--- src/rtl/dith_pkg.sv ---
package dith_pkg;
    localparam int NOISE_REG_W = 23;
    typedef enum logic [1:0] {
        LVL_OFF  = 2'b00,
        LVL_LOW  = 2'b01,
        LVL_MID  = 2'b10,
        LVL_HIGH = 2'b11
    } lvl_e;
endpackage

--- src/rtl/dith_noise_reg.sv ---
module dith_noise_reg #(
    parameter int W    = 23,
    parameter int SEED = 1
) (
    input  logic         clk,
    input  logic         rst_n,
    input  logic         step,
    output logic [W-1:0] state
);
    logic [W-1:0] state_d, state_q;

    always_comb begin
        state_d = state_q;
        if (step) state_d = {state_q[W-2:0], state_q[22] ^ state_q[17]};
    end

    always_ff @(posedge clk) begin
        if (!rst_n) state_q <= W'(SEED);
        else        state_q <= state_d;
    end

    assign state = state_q;

    a_r2_never_zero: assert property (@(posedge clk) disable iff (!rst_n)
        state_q != '0);
    a_r2_hold_when_idle: assert property (@(posedge clk) disable iff (!rst_n)
        !step |=> $stable(state_q));
endmodule

--- src/rtl/dith_shape.sv ---
module dith_shape
    import dith_pkg::*;
#(
    parameter int NZ_W = 4,
    localparam int SC_W = NZ_W + 3
) (
    input  logic [2*NZ_W-1:0]      bits,
    input  logic [1:0]             lvl,
    output logic signed [SC_W-1:0] noise
);
    logic signed [SC_W-1:0] tri_v;

    always_comb begin
        tri_v = $signed({3'b000, bits[NZ_W-1:0]}) - $signed({3'b000, bits[2*NZ_W-1:NZ_W]});
        case (lvl_e'(lvl))
            LVL_LOW:  noise = tri_v;
            LVL_MID:  noise = tri_v + (tri_v >>> 2) + (tri_v >>> 3) + (tri_v >>> 5);
            LVL_HIGH: noise = tri_v <<< 1;
            default:  noise = '0;
        endcase
    end
endmodule

--- src/rtl/dith_sat_trunc.sv ---
module dith_sat_trunc #(
    parameter int SUM_W = 14,
    parameter int SH    = 4,
    parameter int OUT_W = 8
) (
    input  logic signed [SUM_W-1:0] sum,
    output logic [OUT_W-1:0]        q
);
    localparam logic signed [SUM_W-1:0] MAXV = {{(SUM_W-OUT_W+1){1'b0}}, {(OUT_W-1){1'b1}}};
    localparam logic signed [SUM_W-1:0] MINV = {{(SUM_W-OUT_W+1){1'b1}}, {(OUT_W-1){1'b0}}};

    logic signed [SUM_W-1:0] shifted;

    always_comb begin
        shifted = sum >>> SH;
        if (shifted > MAXV)      q = MAXV[OUT_W-1:0];
        else if (shifted < MINV) q = MINV[OUT_W-1:0];
        else                     q = shifted[OUT_W-1:0];
    end
endmodule

--- src/rtl/dither_injector.sv ---
module dither_injector
    import dith_pkg::*;
#(
    parameter int IN_W  = 24,
    parameter int OUT_W = 16,
    parameter int NZ_W  = 8,
    parameter int SEED  = 1
) (
    input  logic             clk,
    input  logic             rst_n,
    input  logic             in_valid,
    input  logic [IN_W-1:0]  in_sample,
    input  logic [1:0]       lvl_sel,
    output logic             out_valid,
    output logic [OUT_W-1:0] out_sample
);
    localparam int SH    = IN_W - OUT_W;
    localparam int SUM_W = IN_W + 2;
    localparam int SC_W  = NZ_W + 3;

    typedef struct packed {
        logic             vld;
        logic [OUT_W-1:0] smp;
    } st_t;

    st_t st_d, st_q;
    logic [NOISE_REG_W-1:0]  nreg;
    logic signed [SC_W-1:0]  noise;
    logic signed [SUM_W-1:0] sum;
    logic [OUT_W-1:0]        trunc;
    logic unused_nreg;

    assign unused_nreg = ^nreg[NOISE_REG_W-1:2*NZ_W];

    dith_noise_reg #(.W(NOISE_REG_W), .SEED(SEED)) u_nreg (
        .clk(clk), .rst_n(rst_n), .step(in_valid), .state(nreg)
    );

    dith_shape #(.NZ_W(NZ_W)) u_shape (
        .bits(nreg[2*NZ_W-1:0]), .lvl(lvl_sel), .noise(noise)
    );

    assign sum = $signed({{2{in_sample[IN_W-1]}}, in_sample})
               + $signed({{(SUM_W-SC_W){noise[SC_W-1]}}, noise});

    dith_sat_trunc #(.SUM_W(SUM_W), .SH(SH), .OUT_W(OUT_W)) u_sat (
        .sum(sum), .q(trunc)
    );

    always_comb begin
        st_d     = st_q;
        st_d.vld = in_valid;
        if (in_valid) st_d.smp = trunc;
    end

    always_ff @(posedge clk) begin
        if (!rst_n) st_q <= '0;
        else        st_q <= st_d;
    end

    assign out_valid  = st_q.vld;
    assign out_sample = st_q.smp;

    a_r7_strobe_delay: assert property (@(posedge clk) disable iff (!rst_n)
        in_valid |=> out_valid);
    a_r7_no_spurious: assert property (@(posedge clk) disable iff (!rst_n)
        !in_valid |=> !out_valid);
    a_r7_hold: assert property (@(posedge clk) disable iff (!rst_n)
        !in_valid |=> $stable(out_sample));
    a_r1_bypass: assert property (@(posedge clk) disable iff (!rst_n)
        (in_valid && lvl_sel == 2'b00) |=> out_sample == $past(in_sample[IN_W-1:SH]));
endmodule

--- config.mk ---
export PLATFORM = sky130hd
export DESIGN_NAME = dither_injector
export DESIGN_NICKNAME = d
export VERILOG_FILES = /design/src/rtl/dith_pkg.sv /design/src/rtl/dith_noise_reg.sv /design/src/rtl/dith_shape.sv /design/src/rtl/dith_sat_trunc.sv /design/src/rtl/dither_injector.sv
export SDC_FILE = /design/constraint.sdc
export NUM_CORES = 1
export LEC_CHECK = 0
export ABC_CLOCK_PERIOD_IN_PS = 20900
export BUFFER_PORTS_ARGS = -buffer_cell sky130_fd_sc_hd__clkbuf_2
export CORE_MARGIN = 8
export CORE_UTILIZATION = 35
export CTS_CLUSTER_DIAMETER = 120
export CTS_CLUSTER_SIZE = 8
export DETAILED_ROUTE_END_ITERATION = 16
export GPL_ROUTABILITY_DRIVEN = 0
export PLACE_DENSITY = 0.6
export SYNTH_ARGS = -nofsm -noshare
export SYNTH_HDL_FRONTEND = slang
export SYNTH_SLANG_ARGS = --single-unit
--- constraint.sdc ---
create_clock -name clk -period 20.9 [get_ports clk]
set_input_delay 4.18 -clock clk [delete_from_list [all_inputs] [get_ports clk]]
set_output_delay 4.18 -clock clk [all_outputs]
set_load 0.05 [all_outputs]
# After elaboration in Yosys (flattened, before gate mapping)
# Index checks and enable logic that the tools add are counted.
# W data, S select, Z words.
[totals] reg_bits=40 inputBits=29 wordCells=17
[classes] n_addsub=5 magnitude_cmp=2 eq_ne=3 muxes=3 bitwise_logic=1
[ops] cell="$pmux W11 S3" count=1
[ops] cell="$mux W16" count=2
[ops] cell="$add A24 B11 Y25" count=1
[ops] cell="$gt A17 B16 Y1 const B" count=1
[ops] cell="$lt A17 B16 Y1 const B" count=1
[ops] cell="$add A10 B6 Y11" count=1
[ops] cell="$add A11 B4 Y11" count=1
[ops] cell="$add A9 B7 Y10" count=1
[ops] cell="$sub A8 B8 Y9" count=1
[ops] cell="$eq A2 B2 Y1 const B" count=2
[ops] cell="$eq A2 B1 Y1 const B" count=1
[ops] cell="$xor A1 B1 Y1" count=1

# Logic depth before layout (Yosys ltp)
[logic_depth] word_depth=9 depth_mapped=34 mapped_depth_nobuf=33

# Hierarchy
# Synthesis repeated with hierarchy kept, for this count alone.
[unflattened] cells_unflattened=518 hier_area_um2=4322.9
[modules_own_cells] module="dither_injector" n_inst=1 cells_each=230 area_each_um2=1890.6 seq_area_each_um2=340.3
[modules_own_cells] module="dith_shape" n_inst=1 cells_each=159 area_each_um2=1206.2 seq_area_each_um2=0.0
[modules_own_cells] module="dith_noise_reg" n_inst=1 cells_each=75 area_each_um2=899.6 seq_area_each_um2=460.4
[modules_own_cells] module="dith_sat_trunc" n_inst=1 cells_each=54 area_each_um2=326.6 seq_area_each_um2=0.0

# Worst setup path after synthesis
# No wires, ideal clock.
[synth_path] kind="input port to flip-flop" from="input lvl_sel[1]" to="register st_q (netlist bit out_sample[10])" setup_time_ns=0.122 t_arrival_ns=7.001 setup_slack_ns=13.776 cell_stages=13 n_path_buf=3 path_cell_list="buf_6 -> clkbuf_1 -> a22o_1 -> ha_1 -> a21o_1 -> a31o_2 -> a31o_2 -> a41o_1 -> o21a_4 -> mux2i_1 -> nor2_2 -> buf_6 -> a21oi_2"
[synth_via] elab_chain_len=6
[synth_lines] element="from (decl)" line="dither_injector.sv:13" text="input logic [1:0] lvl_sel,"
[synth_lines] element="$eq A2 B2 Y1 or $eq A2 B1 Y1 (tied branches)" line="dith_shape.sv:15" text="case (lvl_e'(lvl))"
[synth_lines] element="$pmux W11 S3 *" line="dith_shape.sv:15"
[synth_lines] element="$add A24 B11 Y25 *" line="dither_injector.sv:44" text="+ $signed({{(SUM_W-SC_W){noise[SC_W-1]}}, noise});"
[synth_lines] element="$lt A17 B16 Y1" line="dith_sat_trunc.sv:17" text="else if (shifted < MINV) q = MINV[OUT_W-1:0];"
[synth_lines] element="$mux W16" line="dith_sat_trunc.sv:17"
[synth_lines] element="$mux W16 *" line="dith_sat_trunc.sv:16" text="if (shifted > MAXV) q = MAXV[OUT_W-1:0];"
[synth_lines] element="to (signal assigned)" line="dither_injector.sv:58" text="else st_q <= st_d;"
[synth_lines] element="to (decl)" line="dither_injector.sv:26" text="st_t st_d, st_q;"
# Mark *: on every way between the ends. The rest lies on a longest branch, timed or not.
# A chain may end at the register's enable or synchronous reset.

# Final worst setup path
[layout_path] from="register u_nreg.state_q[10] (netlist: u_nreg.state[10])" to="register st_q (netlist bit out_sample[13])"
[layout_via] elab_chain_len=9
[layout_lines] element="from (decl)" line="dith_noise_reg.sv:10" text="logic [W-1:0] state_d, state_q;"
[layout_lines] element="from (signal assigned)" line="dith_noise_reg.sv:18" text="if (!rst_n) state_q <= W'(SEED);"
[layout_lines] element="from (signal assigned)" line="dith_noise_reg.sv:19" text="else state_q <= state_d;"
[layout_lines] element="$sub A8 B8 Y9 *" line="dith_shape.sv:14" text="tri_v = $signed({3'b000, bits[NZ_W-1:0]}) - $signed({3'b000, bits[2*NZ_W-1:NZ_W]});"
[layout_lines] element="$add A9 B7 Y10" line="dith_shape.sv:17" text="LVL_MID: noise = tri_v + (tri_v >>> 2) + (tri_v >>> 3) + (tri_v >>> 5);"
[layout_lines] element="$add A10 B6 Y11" line="dith_shape.sv:17"
[layout_lines] element="$add A11 B4 Y11" line="dith_shape.sv:17"
[layout_lines] element="$pmux W11 S3 *" line="dith_shape.sv:15"
[layout_lines] element="$add A24 B11 Y25 *" line="dither_injector.sv:44"
[layout_lines] element="$lt A17 B16 Y1" line="dith_sat_trunc.sv:17"
[layout_lines] element="$mux W16" line="dith_sat_trunc.sv:17"
[layout_lines] element="$mux W16 *" line="dith_sat_trunc.sv:16"
# Marked as above.

==> metrics.txt <==
Critical Path Fanout Max=15; Mapped Nets=516; Worst path slowest cell=nor2_2; area share of the largest cell type after synthesis=21.6%; global-route wire length before repair=14,500 um; type of the tightest min-delay check=flip-flop to flip-flop; count of max-cap constraint violations=0; worst rel slew slack=43.7%; Routed WL=8370 um; Syn Std Cell Area=3710 um2; Yosys top cell by area=dfxtp_1; global route total overflow=0; ratio of final minimum period to clock period=38.4%; final hold viol count=0; RSZ-0062 raised after global routing=false; Remaining DRCs=0; GRT Total Usage=12.0%; TNS Setup=0 ns; status=complete, no violations; flop2flop setup slack=12.87 ns; critical path type=flip-flop to flip-flop; core area=10,300 um2; Avg Inst Size Synth=8.54 um2; vias per inst=5.13; Yosys cell types=55; Clock Latency Late Sink=0.29 ns; layout cells sized above 1=16.9%; CTS Root Cell=clkbuf_8; CP Capture Type=flip-flop; TritonCTS Buffers=5; die area=14,200 um2; routed wire length per instance=13.7 um; worst flop-to-flop path endpoint=out_sample[13]$_SDFFE_PN0P_; CP peak stage delay=0.67 ns; # Post-CTS Setup Buffers=0; R2R Path Start=u_nreg.state[10]$_SDFFE_PN0P_; Worst-path clk slew=0.08 ns; vias in the first global route=3,139; initial antenna violation count=0; GR met2 Demand/Resource=21.3%; Layout fillers=1,063; row cnt=37; Layout Skew=0.00312 ns; Vert. Die Dim=119 um; IO Pins=46; buffers added on ports=45; Final setup viols=0; CTS Hold Buffers Added=0; Yosys reg bits=40; vias post-DR=3,124; r2r worst-path depth=31; worst vdd ir=0.0276 mV; drt initial violations=72; GRT Max-Usage Layer=met2; post-cts sizing count=0; Fmax achieved=124 MHz; ys async rst share=0%; Starting Density=36.0%; Leak=2.00 nW; most frequent cells in the layout=45 x clkbuf_2, 43 x ha_1, 40 x dfxtp_1; worst path required time=21.05 ns; deepest clock path buffer count=2; Die W=119 um; hold_ws=0.501 ns; Final Max Tran Viols=0; M3 GR Usage=3.16%; Synth area leaders=dfxtp_1 22%, ha_1 14%, mux2i_1 6.7%; hold depth=1; H-tree Lvls=2; Syn Inst Count=435; Hold Crit Endpoint=out_sample[15]$_SDFFE_PN0P_; Final min period=8.03 ns; Post-DRT Antenna Nets=0; met1 Track Usage GR=14.0%; largest net degree at the start of global routing=44; final non-filler cell total=609; CP arrival=8.18 ns; worst hold start=out_sample[15]$_SDFFE_PN0P_; placed insts=601; nets=553; Yosys warnings=0; Post-synth EDFFs=0; Area growth, synth to finish=11.2%; Power Dens Cells=61.7 nW/um2; n_diodes=0; sequential-to-total area share from yosys stat=21.6%; CTS tree=yes; crit-path most repeated cell=inv_1; top_reg_cell synth=dfxtp_1; slew at the pin with the worst max-slew slack=0.844 ns; DP HPWL=6720 um; Pre-antenna DRT Iters=4; Clock Sinks=40; commonest non-fill, non-tap cell in the layout=clkbuf_2; Setup crit start kind=flip-flop
## cell usage after synthesis (7+ instances only)
cell and count:
mux2i_1 25, o21ai_0 31, nor2b_1 24, a21oi_1 30, nand3_1 8, xnor2_1 17
ha_1 43, fa_1 9, o211ai_1 7, clkbuf_1 10, a22o_1 10, inv_1 35
nor2_1 18, nor3_1 7, a21o_1 15, xor2_1 9, a21oi_2 11, dfxtp_1 40
nand2_1 26
## layout make-up
cell class,instances,area [um2],area share (%)
Tap cell,136,170,4.12
Clock buffer,6,82.6,2.00
Timing Repair Buffer,46,233,5.63
Multi-Input combinational cell,344,2700,65.3
Inverter,35,131,3.18
Sequential cell,40,801,19.4
Clock inverter,2,13.8,0.333
## where the power goes
part / switching [W] / leakage [nW] / internal, W / total, W
clock: 0.0000286 / 0.0516 / 0.0000270 / 0.0000556
sequential: 0.00000240 / 0.328 / 0.0000805 / 0.0000829
combinational: 0.0000711 / 1.62 / 0.0000454 / 0.000116
## state kept, by name, summed over array words and instances, names as in the netlist
| signal | flops |
|---|---|
| out_sample | 16 |
| out_valid | 1 |
| u_nreg.state | 23 |
## worst max-delay path by stage
| stage | from | to | slack (ns) | cells after the start |
|---|---|---|---|---|
| finish | u_nreg.state[10]$_SDFFE_PN0P_ | out_sample[13]$_SDFFE_PN0P_ | 12.87 | 31 |
| detailed placement | lvl_sel[0] | out_sample[13]$_SDFFE_PN0P_ | 12.74 | 13 |
| global placement | lvl_sel[0] | out_sample[13]$_SDFFE_PN0P_ | 12.92 | 13 |
| global route | u_nreg.state[10]$_SDFFE_PN0P_ | out_sample[13]$_SDFFE_PN0P_ | 12.22 | 32 |
| CTS | u_nreg.state[10]$_SDFFE_PN0P_ | out_sample[13]$_SDFFE_PN0P_ | 12.82 | 31 |
| floorplan | lvl_sel[1] | out_sample[10]$_SDFFE_PN0P_ | 13.78 | 13 |
## per-stage QoR
step	worst slack (ns)	area (um2)	utilization (%)	power [W]
floorplan	13.78	3710	-	0.000178
global placement	12.92	4030	39.1	0.000200
detailed placement	12.74	4030	39.1	0.000202
CTS	12.82	4130	40.0	0.000260
global route	12.22	4130	40.0	0.000276
finish	12.87	4130	40.0	0.000255
## kinds of logic after synthesis
group | Yosys count | share of synthesized area [%]
simple gates | 105 | 15.0
fa+ha+maj | 52 | 19.3
flops | 40 | 21.6
buf+inv | 51 | 5.79
mux | 30 | 8.25
compound gates | 131 | 24.0
xor+xnor | 26 | 6.13
## per-layer routing
| layer | vias to the layer above | share of wire [%] |
|---|---|---|
| met3 | 11 | 4.3 |
| li1 | 1628 | - |
| met1 | 1442 | 46 |
| met4 | 0 | 1.1 |
| met2 | 43 | 48 |
| met5 | - | 0 |
## worst max-delay path, delay by kind of cell, from the launching register on
| family | cells | cell delay (ns) |
|---|---|---|
| AOI/OAI and AO/OA | 15 | 3.15 |
| xor gates and xnor gates | 1 | 0.48 |
| adders and majority gates | 5 | 2.13 |
| buffers and inverters | 5 | 0.40 |
| DFF | 1 | 0.36 |
| muxes | 2 | 0.51 |
| and+or+nand+nor | 3 | 0.84 |
Note: power is estimated with default switching activity, not from simulation.
